### src/rtl/dual_edge_modulator.sv
module dual_edge_modulator #(
  parameter int W      = 8,
  parameter int OFFSET = 40
) (
  input  logic         clk,
  input  logic         rst_n,
  input  logic         tick,
  input  logic         back_en,
  input  logic         front_en,
  input  logic [W-1:0] back_cmd,
  input  logic [W-1:0] front_cmd,
  input  logic         back_ilim,
  input  logic         front_ilim,
  output logic         back_gate,
  output logic         front_gate,
  output logic         back_latched,
  output logic         front_latched
);
  localparam int PW   = W + 1;
  localparam int DEAD = ((1 << PW) + 9) / 10;

  logic [PW-1:0] ramp;
  logic [W-1:0]  back_lvl;
  logic [PW-1:0] front_lvl;

  wire [W-1:0] back_ramp = ramp[W-1:0];
  wire back_start  = tick & (&back_ramp);
  wire front_start = tick & (&ramp);

  always_ff @(posedge clk) begin
    if (!rst_n) ramp <= '0;
    else if (tick) ramp <= ramp + 1'b1;
  end

  always_ff @(posedge clk) begin
    if (!rst_n || !back_en) back_latched <= 1'b0;
    else back_latched <= back_ilim | (back_latched & ~back_start);
  end

  always_ff @(posedge clk) begin
    if (!rst_n || !front_en) front_latched <= 1'b0;
    else front_latched <= front_ilim | (front_latched & ~front_start);
  end

  assign back_lvl  = (int'(back_cmd) > OFFSET) ? back_cmd - W'(OFFSET) : '0;
  assign front_lvl = {front_cmd, 1'b0};

  assign back_gate = back_en & ~back_latched & ~back_ilim
                   & ~back_ramp[W-1] & (back_ramp < back_lvl);

  assign front_gate = front_en & ~front_latched & ~front_ilim
                    & (ramp >= front_lvl) & (ramp >= PW'(DEAD));
endmodule

### config.mk
export PLATFORM = sky130hd
export DESIGN_NAME = dual_edge_modulator
export DESIGN_NICKNAME = d
export VERILOG_FILES = /design/src/rtl/dual_edge_modulator.sv
export SDC_FILE = /design/constraint.sdc
export NUM_CORES = 1
export LEC_CHECK = 0
export BUFFER_PORTS_ARGS = -buffer_cell sky130_fd_sc_hd__buf_2
export CAP_MARGIN = 0
export CORE_MARGIN = 3
export CORE_UTILIZATION = 45
export DETAILED_ROUTE_END_ITERATION = 8
export PLACE_DENSITY = 0.73
export SLEW_MARGIN = 5
export SYNTH_ARGS = -nofsm -noshare
export SYNTH_HDL_FRONTEND = slang
export SYNTH_SLANG_ARGS = --single-unit
### constraint.sdc
create_clock -name clk -period 1.4 [get_ports clk]
set_input_delay 0.14 -clock clk [delete_from_list [all_inputs] [get_ports clk]]
set_output_delay 0.14 -clock clk [all_outputs]
set_load 0.01 [all_outputs]
---- Yosys cells after proc, flatten, opt, wreduce, memory -nomap -nowiden ----
Cells that the tools add are included.
word-level totals
  flip-flop bits (word level) ............. 11
  input port bits ......................... 23
  output and inout port bits .............. 4
  word-level logic and storage cells ...... 38
cells by class
  $add $sub $neg .......................... 2
  magnitude comparators ................... 4
  multiplexer cells ....................... 1
  bitwise gates (word level) .............. 21
  reductions and logical operators ........ 7
operators with widths
  cell                                                                                  number
  1-bit AND                                                                             12
  9-bit by 1-bit adder with 9-bit output (second input constant)                        1
  9-bit by 6-bit greater-or-equal comparator with 1-bit output (second input constant)  1
  9-bit greater-or-equal comparator                                                     1
  9-bit AND reduction                                                                   1
  8-bit by 6-bit > comparator with 1-bit output (second input constant)                 1
  8-bit < comparator                                                                    1
  8-bit 2-to-1 mux                                                                      1
  8-bit AND reduction                                                                   1
  8-bit by 6-bit subtractor with 8-bit output (second input constant)                   1
  1-bit inverter                                                                        7
  1-bit logical NOT                                                                     3
  1-bit logical OR                                                                      2
  1-bit OR                                                                              2

---- Depth between registers and ports, before layout ----
Gate-level depths: netlist of run 1.
  depth after elaboration ................. 5
  gate-level depth with buffers ........... 9
  gate-level depth less buffers ........... 9

---- Worst setup path before layout of run 1 ----
Ideal clock, no wire load.
  path type ............................... input port to output port
  from .................................... in back_cmd[4]
  to ...................................... out back_gate
  arrival ................................. 1624 ps
  required time ........................... 1260 ps
  setup slack ............................. -364 ps
  stages .................................. 7
  path buffers ............................ 0
  cells stage by stage .................... o41ai_1 nand2_1 nand2_1 ha_1 a211oi_1 o21ai_0 nor3_1
between the ends
  word-level cells in the longest chain between the ends .. 4
  elaborated cells between the ends (all ways) .. 5
  those cells by class .................... add/sub (1); order compare (2); mux (1); bitwise (1)
RTL lines
  item                                                                                                                 line  source
  from (decl)                                                                                                          10    input logic [W-1:0] back_cmd,
  8-bit by 6-bit subtractor with 8-bit output / 8-bit by 6-bit > comparator with 1-bit output (equally long branches)  45    assign back_lvl = (int'(back_cmd) > OFFSET) ? back_cmd - W'(OFFSET) : '0;
  8-bit 2-to-1 mux (*)                                                                                                 45
  8-bit < comparator (*)                                                                                               49    & ~back_ramp[W-1] & (back_ramp < back_lvl);
  1-bit AND (*)                                                                                                        49
  to (decl)                                                                                                            14    output logic back_gate,
Every way passes the cells marked *; elsewhere a longest branch is shown, timed or not.

---- Worst setup path after layout of run 1 ----
Ends and elaborated chain as after synthesis.

==> out/metrics.yaml, run 1 <==
place:
  numPlacedInstances: 195
  dpl.hpwl_mm: 2.05
  dpl-instance-area_um2: 1320
  post-place-ws_ps: -491
  port_buffers: 26
  place_congestion: 0.796
cts:
  clkTransAtPathRegs_ps: 70
  cts_buffers: 3
  postCtsSetupBuffers: 0
  clk_latency_ps: 270
  clock-root-buffer: "clkbuf_4"
  cts_max_path_buffers: 2
  htreeDepth: 1
  cts.sinks: 11
  cts_tree: "built"
global_routing:
  grt_usage_pct: 20.0
  antenna_found_initial: 0
  grt_pass1_vias: 997
  grt_pass1_wl_mm: 4.24
  grt_max_degree: 12
  grt_overflow_total: 0
setup_path:
  critPathRequiredTime_ps: 1260
  critical_path.max_fanout: 5
  crit_family: "compound AO/OA/AOI/OAI gates"
  path_class: "in2out"
  startpoint_type: "primary input"
  max_stage_delay_ps: 320
  path_cells: "buf_2 > o21a_1 > o41ai_4 > nand2_2 > nand2b_1 > ha_1 > nand4_1 > a311oi_2 > nor3_2 > buf_2"
  critPathSlowestCell: "ha_1"
  critPathCaptureType: "output port"
  arrival_ps: 1730
  critPathBufInv: 2
  worst_path_most_repeated_cell: "buf_2"
finish:
  layout-drive-gt1-share_pct: 39.5
  post-route-cell-area_um2: 1440
  n_antenna_cell: 0
  syn_to_final_growth_pct: 42.1
  fin_util_pct: 70.3
  fillerInstances: 165
  finalNonFillerCells: 199
  nNetsFinal: 215
sta:
  worst_slew_pin_slew_ps: 290
  slew_violations: 0
  setup_viol: 2
  fin_skew_ps: 5.01
  rsz0062_at_grt: "true"
  finalCritPeriodShare_pct: 133
  holdWs_ps: 104
  period_needed_ps: 1870
  max_clock_freq_ghz: 0.535
  fin_ws_ps: -469
  finalSetupTns_ps: -805
  max_slew_margin_pct: 80.6
  hold_viol_final: 0
floorplanning:
  start_util_pct: 49.5
  io_pins: 27
  die_area_um2: 2850
  die_h_um: 53.4
  rows: 16
  die_x_um: 53.4
  core_area_um2: 2040
pwr:
  finalPower_mw: 0.778
  vdd.ir_drop.worst_uv: 427
  cellPowerDensity_nw_per_um2: 541
  p_leak_nw: 0.712
logic_synthesis:
  ys_ff_latch: 11
  ys_warn_count: 0
  ys.flop_type: "dfxtp_1"
  async_reset_ff_share_pct: 0
  postSynthCellCount: 129
  syn_nets: 171
  syn-cell-area_um2: 1010
  synth_edf_count: 0
  ys_seq_area_share_pct: 21.8
  synth_cell_types: 31
  postSynthAreaPerCell_um2: 7.84
status:
  status: "finished, violations left"
  violations: "setup timing"
run:
  max_cap_viol_count: 0
routing:
  routed_wl_mm: 2.69
  routedWlPerCell_um: 13.5
  vias: 1072
  first_pass_iters: 4
  drcViolationCount: 0
  first_iter_violations: 26
  viasPerCell: 5.39
  ant_nets: 0
hold_path:
  hold_class: "in2reg"
power by group:
group	internal [mW]	switching [mW]	total, mW
Clock	0.110	0.106	0.216
Sequential	0.319	0.00989	0.329
Combinational	0.113	0.119	0.232
Total	0.543	0.235	0.778
worst paths after layout:
| kind | from | end | slack [ps] | cells past startpoint |
|---|---|---|---|---|
| hold reg to reg | front_latched | front_latched | 540 | 2 |
| setup reg to reg | ramp[1] | ramp[8] | 90 | 7 |
| setup / recovery | back_cmd[4] | back_gate | -470 | 10 |
| hold / removal | front_ilim | front_latched | 100 | 3 |
what timing repair did:
action,CTS,global route
hold buffers,0,0
endpoints found under the setup margin,2,5
resized for setup,8,14
pin swaps,6,7
cell type report:
type | count | area (µm²) | area share [%]
Clock buffer | 4 | 26.3 | 1.83
Inverter | 14 | 52.6 | 3.66
Multi-Input combinational cell | 101 | 841 | 58.5
Sequential cell | 11 | 233 | 16.2
Tap cell | 27 | 33.8 | 2.35
Timing Repair Buffer | 42 | 250 | 17.4
layout by cell type (no fill, tap or decap), types with 4 or more instances in the layout:
cell type  count
dfxtp_2        4
buf_2         26
nand2b_1       4
nand2_1       12
dfxtp_1        5
xnor2_1        6
nor2_1        10
ha_4           4
o21ai_1        4
buf_4         16
ha_1          14
and2_1         6
o21ai_0        4
inv_1         13
tightest hold or removal path, delay by kind of cell:
| kind | cells | cell delay [ps] |
|---|---|---|
| AND/OR/NAND/NOR | 1 | 70 |
| buffers and inverters | 1 | 90 |
| AO/OA/AOI/OAI | 1 | 40 |
cells in the mapped netlist, types with 2 or more instances:
cell	count	area share, %
nand2_1	13	4.8
and3_1	2	1.2
nor3_1	4	2.0
o21ai_0	8	4.0
nand3_1	2	0.99
buf_2	2	0.99
mux2i_1	3	3.0
o311ai_0	2	1.7
ha_1	19	24
xnor2_1	6	5.2
and2_1	6	3.7
nand4_1	3	1.9
inv_1	14	5.2
a21oi_1	5	2.5
nor2b_1	2	1.2
nor2_1	10	3.7
nand2b_1	4	2.5
dfxtp_1	11	22
sequential cells by signal, summed over array words and instances, names as in the netlist:
| name | count |
|---|---|
| ramp | 9 |
| front_latched | 1 |
| back_latched | 1 |
kinds of logic after synthesis:
group,synth area share (%)
xor gates and xnor gates,6.06
buffers and inverters,6.56
muxes,2.97
DFF,21.8
AOI/OAI and AO/OA,13.7
and+or+nand+nor,25.4
adders and majority gates,23.5
metal layers:
metal | global-route usage (%) | routed length (µm)
met2 | 36.1 | 1370
met1 | 23.6 | 1150
met4 | 2.98 | 22
met3 | 5.07 | 141
met5 | 0 | 0
Power figures use the tool's default switching activity.
==> run 2, diff against run 1 <==
--- a/config.mk
+++ b/config.mk
@@ -8,9 +8,9 @@
 export BUFFER_PORTS_ARGS = -buffer_cell sky130_fd_sc_hd__buf_2
 export CAP_MARGIN = 0
 export CORE_MARGIN = 3
-export CORE_UTILIZATION = 45
+export CORE_UTILIZATION = 47
 export DETAILED_ROUTE_END_ITERATION = 8
-export PLACE_DENSITY = 0.73
+export PLACE_DENSITY = 0.75
 export SLEW_MARGIN = 5
 export SYNTH_ARGS = -nofsm -noshare
 export SYNTH_HDL_FRONTEND = slang
==> run 2 against run 1 <==
- the run still ends with setup timing left
- core utilization is 2.2 points higher
- total power grew 0.24%
- final cell count rose by 2.0%
- clock power up 4%
- flip-flop and latch count unchanged
- die area down 3.8%
- clock skew grew 11 ps
- global-route usage is 2.3 points higher
- fmax is 0.12% lower
- highest routed layer unchanged
==> out/metrics.yaml, run 2 (synthesis gave the netlist of run 1 again) <==
floorplanning:
  die_area_um2: 2740  # was 2850 µm²
  io_pins: 27  # unchanged
  core_area_um2: 2000  # was 2040 µm²
  start_util_pct: 50.5  # was 49.5%
  die_x_um: 52.4  # was 53.4 µm
  rows: 16  # unchanged
  die_h_um: 52.4  # was 53.4 µm
cts:
  cts_buffers: 3  # unchanged
  clkTransAtPathRegs_ps: 90  # was 70 ps
  cts.sinks: 11  # unchanged
  cts_tree: "built"  # unchanged
  cts_max_path_buffers: 2  # unchanged
  htreeDepth: 1  # unchanged
  clk_latency_ps: 280  # was 270 ps
  clock-root-buffer: "clkbuf_4"  # unchanged
global_routing:
  grt_pass1_wl_mm: 4.62  # was 4.24 mm
  antenna_found_initial: 0  # unchanged
  grt_max_degree: 12  # unchanged
  grt_pass1_vias: 1092  # was 997
  grt_overflow_total: 0  # unchanged
  grt_usage_pct: 22.3  # was 20.0%
routing:
  viasPerCell: 5.38  # was 5.39
  vias: 1093  # was 1072
  drcViolationCount: 0  # unchanged
  routed_wl_mm: 2.83  # was 2.69 mm
  first_iter_violations: 22  # was 26
  ant_nets: 0  # unchanged
  first_pass_iters: 4  # unchanged
  routedWlPerCell_um: 13.9  # was 13.5 µm
finish:
  regMostFlops: "ramp"  # unchanged
  seqCellArea_um2: 231  # was 233 µm²
  multiInputGateArea_um2: 827  # was 841 µm²
  layout-drive-gt1-share_pct: 39.8  # was 39.5%
  largestRegisters: "ramp: 9 flops, back_latched: 1 flops, front_latched: 1 flops"  # unchanged
  layout_common_cells: "buf_2 (26), buf_4 (20), ha_1 (15), inv_1 (12), nand2_1 (12)"  # was buf_2 (26), buf_4 (16), ha_1 (14), inv_1 (13), nand2_1 (12)
  final_common_cell: "buf_2"  # unchanged
  nNetsFinal: 219  # was 215
  n_antenna_cell: 0  # unchanged
  fillerInstances: 166  # was 165
  largest_reg_flops: 9  # unchanged
  syn_to_final_growth_pct: 43.7  # was 42.1%
pwr:
  p_leak_nw: 0.735  # was 0.712 nW
  vdd.ir_drop.worst_uv: 584  # was 427 µV
  finalPower_mw: 0.779  # was 0.778 mW
  cellPowerDensity_nw_per_um2: 537  # was 541 nW/µm²
sta:
  setup_viol: 3  # was 2
  max_clock_freq_ghz: 0.535  # about the same
  rsz0062_at_grt: "true"  # unchanged
  fin_skew_ps: 15.6  # was 5.01 ps
  finalCritPeriodShare_pct: 134  # was 133%
  period_needed_ps: 1870  # about the same
  fin_ws_ps: -471  # was -469 ps
  hold_viol_final: 0  # unchanged
  worst_slew_pin_slew_ps: 305  # was 290 ps
  max_slew_margin_pct: 79.6  # was 80.6%
  slew_violations: 0  # unchanged
place:
  port_buffers: 26  # unchanged
  post-place-ws_ps: -524  # was -491 ps
  place_congestion: 0.853  # was 0.796
  dpl.hpwl_mm: 2.13  # was 2.05 mm
setup_path:
  arrival_ps: 1730  # about the same
  startpoint_type: "primary input"  # unchanged
  critPathCaptureType: "output port"  # unchanged
  path_class: "in2out"  # unchanged
  critical_path.max_fanout: 5  # unchanged
  critPathRequiredTime_ps: 1260  # about the same
hold_path:
  hold_class: "in2reg"  # unchanged
run:
  max_cap_viol_count: 0  # unchanged
status:
  violations: "setup timing"  # unchanged
  status: "finished, violations left"  # unchanged
## run 2: layout make-up
type	count	share of cell area, %
clock buffer	3	1.55
timing repair buffer	46	19.3
multi-input combinational	101	56.9
sequential	11	15.9
clock inverter	1	0.345
tap	27	2.33
inverter	14	3.62
## run 2: final timing paths
check	to	cells after the start	start	slack [ps]
worst max-delay path	back_gate	9	back_cmd[2]	-470
worst min-delay path	front_latched	3	front_en	100
worst max register to register	ramp[8]	7	ramp[1]	0
worst min register to register	front_latched	2	front_latched	570
## run 2: stage by stage
| step | TNS, ps | util, % | hold WS, ps | area, µm² | std cells |
|---|---|---|---|---|---|
| after floorplan | -103 | - | 257 | 1050 | 129 |
| after global placement | -533 | 67.1 | 364 | 1340 | 198 |
| after detailed placement | -609 | 67.1 | 381 | 1340 | 198 |
| after CTS | -774 | 69.9 | 99.9 | 1400 | 202 |
| after global routing | -1050 | 72.6 | 101 | 1450 | 203 |
| final | -830 | 72.6 | 101 | 1450 | 203 |
## run 2: timing repair
action | 4_1_cts | 5_1_grt
hold buffers | 0 | 0
buffers inserted | 0 | 1
gates resized for setup | 9 | 12
setup endpoints to repair | 4 | 5
pin swaps | 4 | 7
## run 2: power by group
group	internal, mW	switching (mW)
logic	0.111	0.113
clock network	0.106	0.119
registers	0.319	0.0110
total	0.536	0.244
## run 2: routing by layer
metal	global-route usage, %	up-vias	wire length (µm)
met1	25.1	499	1200
met3	3.42	8	146
met2	41.3	36	1430
met5	0	-	0
met4	8.09	0	55
li1	-	550	-
## run 2: worst max-delay path, stage by stage
cell and delay [ps]:
buf_2 130, o41ai_4 390, nand2_2 150, nand2_1 90
ha_1 240, o21ai_0 120, a311oi_2 150, nor3_2 180
buf_2 150
==> run 3, diff against run 2 <==
--- a/config.mk
+++ b/config.mk
@@ -8,10 +8,9 @@
 export BUFFER_PORTS_ARGS = -buffer_cell sky130_fd_sc_hd__buf_2
 export CAP_MARGIN = 0
 export CORE_MARGIN = 3
-export CORE_UTILIZATION = 47
+export CORE_UTILIZATION = 52
 export DETAILED_ROUTE_END_ITERATION = 8
-export PLACE_DENSITY = 0.75
-export SLEW_MARGIN = 5
+export PLACE_DENSITY = 0.79
 export SYNTH_ARGS = -nofsm -noshare
 export SYNTH_HDL_FRONTEND = slang
 export SYNTH_SLANG_ARGS = --single-unit
==> constraint.sdc (replaced) <==
create_clock -name clk -period 1.8 [get_ports clk]
set_input_delay 0.18 -clock clk [delete_from_list [all_inputs] [get_ports clk]]
set_output_delay 0.18 -clock clk [all_outputs]
set_load 0.01 [all_outputs]
==> run 3 against run 2 <==
- final area decreased by 4.5%
- the flow still finishes with violations (setup timing)
- core utilization increased by 5.3 points
- critical endpoint unchanged
- count of clock-buffer cells in the layout unchanged
- die area decreased by 8.6%
- critical path type unchanged
- via count decreased by 0.82%
==> out/metrics.yaml, run 3 (synthesis gave the netlist of run 1 again) <==
place:
  numPlacedInstances: 185  # was 198
  dpl.hpwl_mm: 1.98  # was 2.13 mm
  place_congestion: 0.930  # was 0.853
  dpl-instance-area_um2: 1220  # was 1340 µm²
  port_buffers: 26  # unchanged
routing:
  first_iter_violations: 48  # was 22
  routed_wl_mm: 2.99  # was 2.83 mm
  ant_nets: 0  # unchanged
  vias: 1084  # was 1093
  viasPerCell: 5.71  # was 5.38
  routedWlPerCell_um: 15.7  # was 13.9 µm
  drcViolationCount: 0  # unchanged
  first_pass_iters: 5  # was 4
finish:
  syn_to_final_growth_pct: 37.3  # was 43.7%
  final_common_cell: "buf_2"  # unchanged
  layout_common_cells: "buf_2 (24), ha_1 (15), inv_1 (13), nand2_1 (13), nor2_1 (9)"  # was buf_2 (26), buf_4 (20), ha_1 (15), inv_1 (12), nand2_1 (12)
  regMostFlops: "ramp"  # unchanged
  layout-drive-gt1-share_pct: 36.4  # was 39.8%
  post-route-cell-area_um2: 1390  # was 1450 µm²
  finalNonFillerCells: 190  # was 203
  fillerInstances: 118  # was 166
  largestRegisters: "ramp: 9 flops, back_latched: 1 flops, front_latched: 1 flops"  # unchanged
  nNetsFinal: 208  # was 219
  n_antenna_cell: 0  # unchanged
  largest_reg_flops: 9  # unchanged
cts:
  clock-root-buffer: "clkbuf_4"  # unchanged
  cts_buffers: 3  # unchanged
  cts.sinks: 11  # unchanged
  htreeDepth: 1  # unchanged
  clk_latency_ps: 290  # was 280 ps
  cts_tree: "built"  # unchanged
  clkTransAtPathRegs_ps: 80  # was 90 ps
  cts_max_path_buffers: 2  # unchanged
global_routing:
  antenna_found_initial: 0  # unchanged
  grt_overflow_total: 0  # unchanged
  grt_pass1_vias: 1064  # was 1092
  grt_pass1_wl_mm: 4.74  # was 4.62 mm
  grt_max_degree: 12  # unchanged
  grt_usage_pct: 25.2  # was 22.3%
status:
  violations: "setup timing"  # unchanged
  status: "finished, violations left"  # unchanged
setup_path:
  path_class: "in2out"  # unchanged
  critical_path.max_fanout: 2  # was 5
  arrival_ps: 1810  # was 1730 ps
  critPathRequiredTime_ps: 1620  # was 1260 ps
  critPathCaptureType: "output port"  # unchanged
  startpoint_type: "primary input"  # unchanged
sta:
  max_slew_margin_pct: 82.5  # was 79.6%
  finalCritPeriodShare_pct: 111
  hold_viol_final: 0  # unchanged
  fin_ws_ps: -194  # was -471 ps
  setup_viol: 2  # was 3
  fin_skew_ps: 2.07  # was 15.6 ps
  period_needed_ps: 1990
  rsz0062_at_grt: "true"  # unchanged
  worst_slew_pin_slew_ps: 262  # was 305 ps
  slew_violations: 0  # unchanged
  max_clock_freq_ghz: 0.502
floorplanning:
  die_x_um: 50.1  # was 52.4 µm
  rows: 15  # was 16
  die_h_um: 50.1  # was 52.4 µm
  core_area_um2: 1780  # was 2000 µm²
  start_util_pct: 56.7  # was 50.5%
  io_pins: 27  # unchanged
  die_area_um2: 2510  # was 2740 µm²
pwr:
  p_leak_nw: 0.685  # was 0.735 nW
  cellPowerDensity_nw_per_um2: 456  # was 537 nW/µm²
  netSwitchingPower_mw: 0.212  # was 0.244 mW
  switching_share_pct: 33.5  # was 31.3%
  comb_power_share_pct: 29.2  # was 28.7%
  power.internal_mw: 0.421  # was 0.536 mW
  p_seq_share_pct: 40.5  # was 42.4%
  clock_power_share_pct: 30.3  # was 28.9%
  vdd.ir_drop.worst_uv: 382  # was 584 µV
run:
  max_cap_viol_count: 0  # unchanged
hold_path:
  hold_class: "in2reg"  # unchanged
run 3: area by class of cell:
class	instances	area (µm²)	area share, %
Multi-Input combinational cell	101	835	60.1
Sequential cell	11	228	16.4
Timing Repair Buffer	35	214	15.4
Inverter	14	52.6	3.79
Tap cell	25	31.3	2.25
Clock buffer	3	22.5	1.62
Clock inverter	1	5.00	0.361
run 3: final timing paths:
check / startpoint / to / slack [ps] / cells past startpoint
max: back_cmd[0] / back_gate / -190 / 10
min: front_en / front_latched / 120 / 3
max reg2reg: ramp[0] / ramp[6] / 370 / 4
min reg2reg: front_latched / front_latched / 550 / 2
run 3: through the flow:
| step | setup slack (ps) | power (mW) | hold slack, ps | util, % | TNS [ps] |
|---|---|---|---|---|---|
| 6_report | -194 | 0.633 | 124 | 77.8 | -205 |
| 5_1_grt | -289 | 0.664 | 139 | 77.8 | -352 |
| 4_1_cts | -88.5 | 0.610 | 121 | 74.1 | -136 |
| 3_5_place_dp | -256 | 0.406 | 415 | 68.6 | -256 |
| 3_3_place_gp | -208 | 0.398 | 401 | 68.6 | -208 |
| 2_1_floorplan | 8.03 | 0.340 | 297 | - | 0 |
run 3: worst max-delay path: stages:
cell and delay, ps:
buf_6 100, o41ai_4 350, buf_4 170, nor2_2 40, mux2i_1 170, ha_1 280
nand4_1 120, a311oi_2 50, nor3_2 190, buf_2 150
run 3: power by group through the flow:
stage	clock, mW	combinational (mW)	sequential [mW]
after floorplan	0	0.0773	0.263
after global placement	0	0.136	0.262
after detailed placement	0	0.143	0.263
after CTS	0.191	0.162	0.258
after global routing	0.204	0.203	0.258
final	0.192	0.185	0.257
run 3: layer usage:
layer  up-vias  track usage [%]  wire (µm)
met5         -                0          0
met4         0             14.7        112
met3        15             5.14        225
met2        69             41.7       1510
met1       483             29.6       1150
li1        517                -          -
run 3: repair_timing:
| item | CTS | global route |
|---|---|---|
| hold buffers | 0 | 0 |
| buffers inserted | 1 | 0 |
| gates resized for setup | 18 | 15 |
| endpoints found under the setup margin | 2 | 2 |
| pin swaps | 9 | 10 |
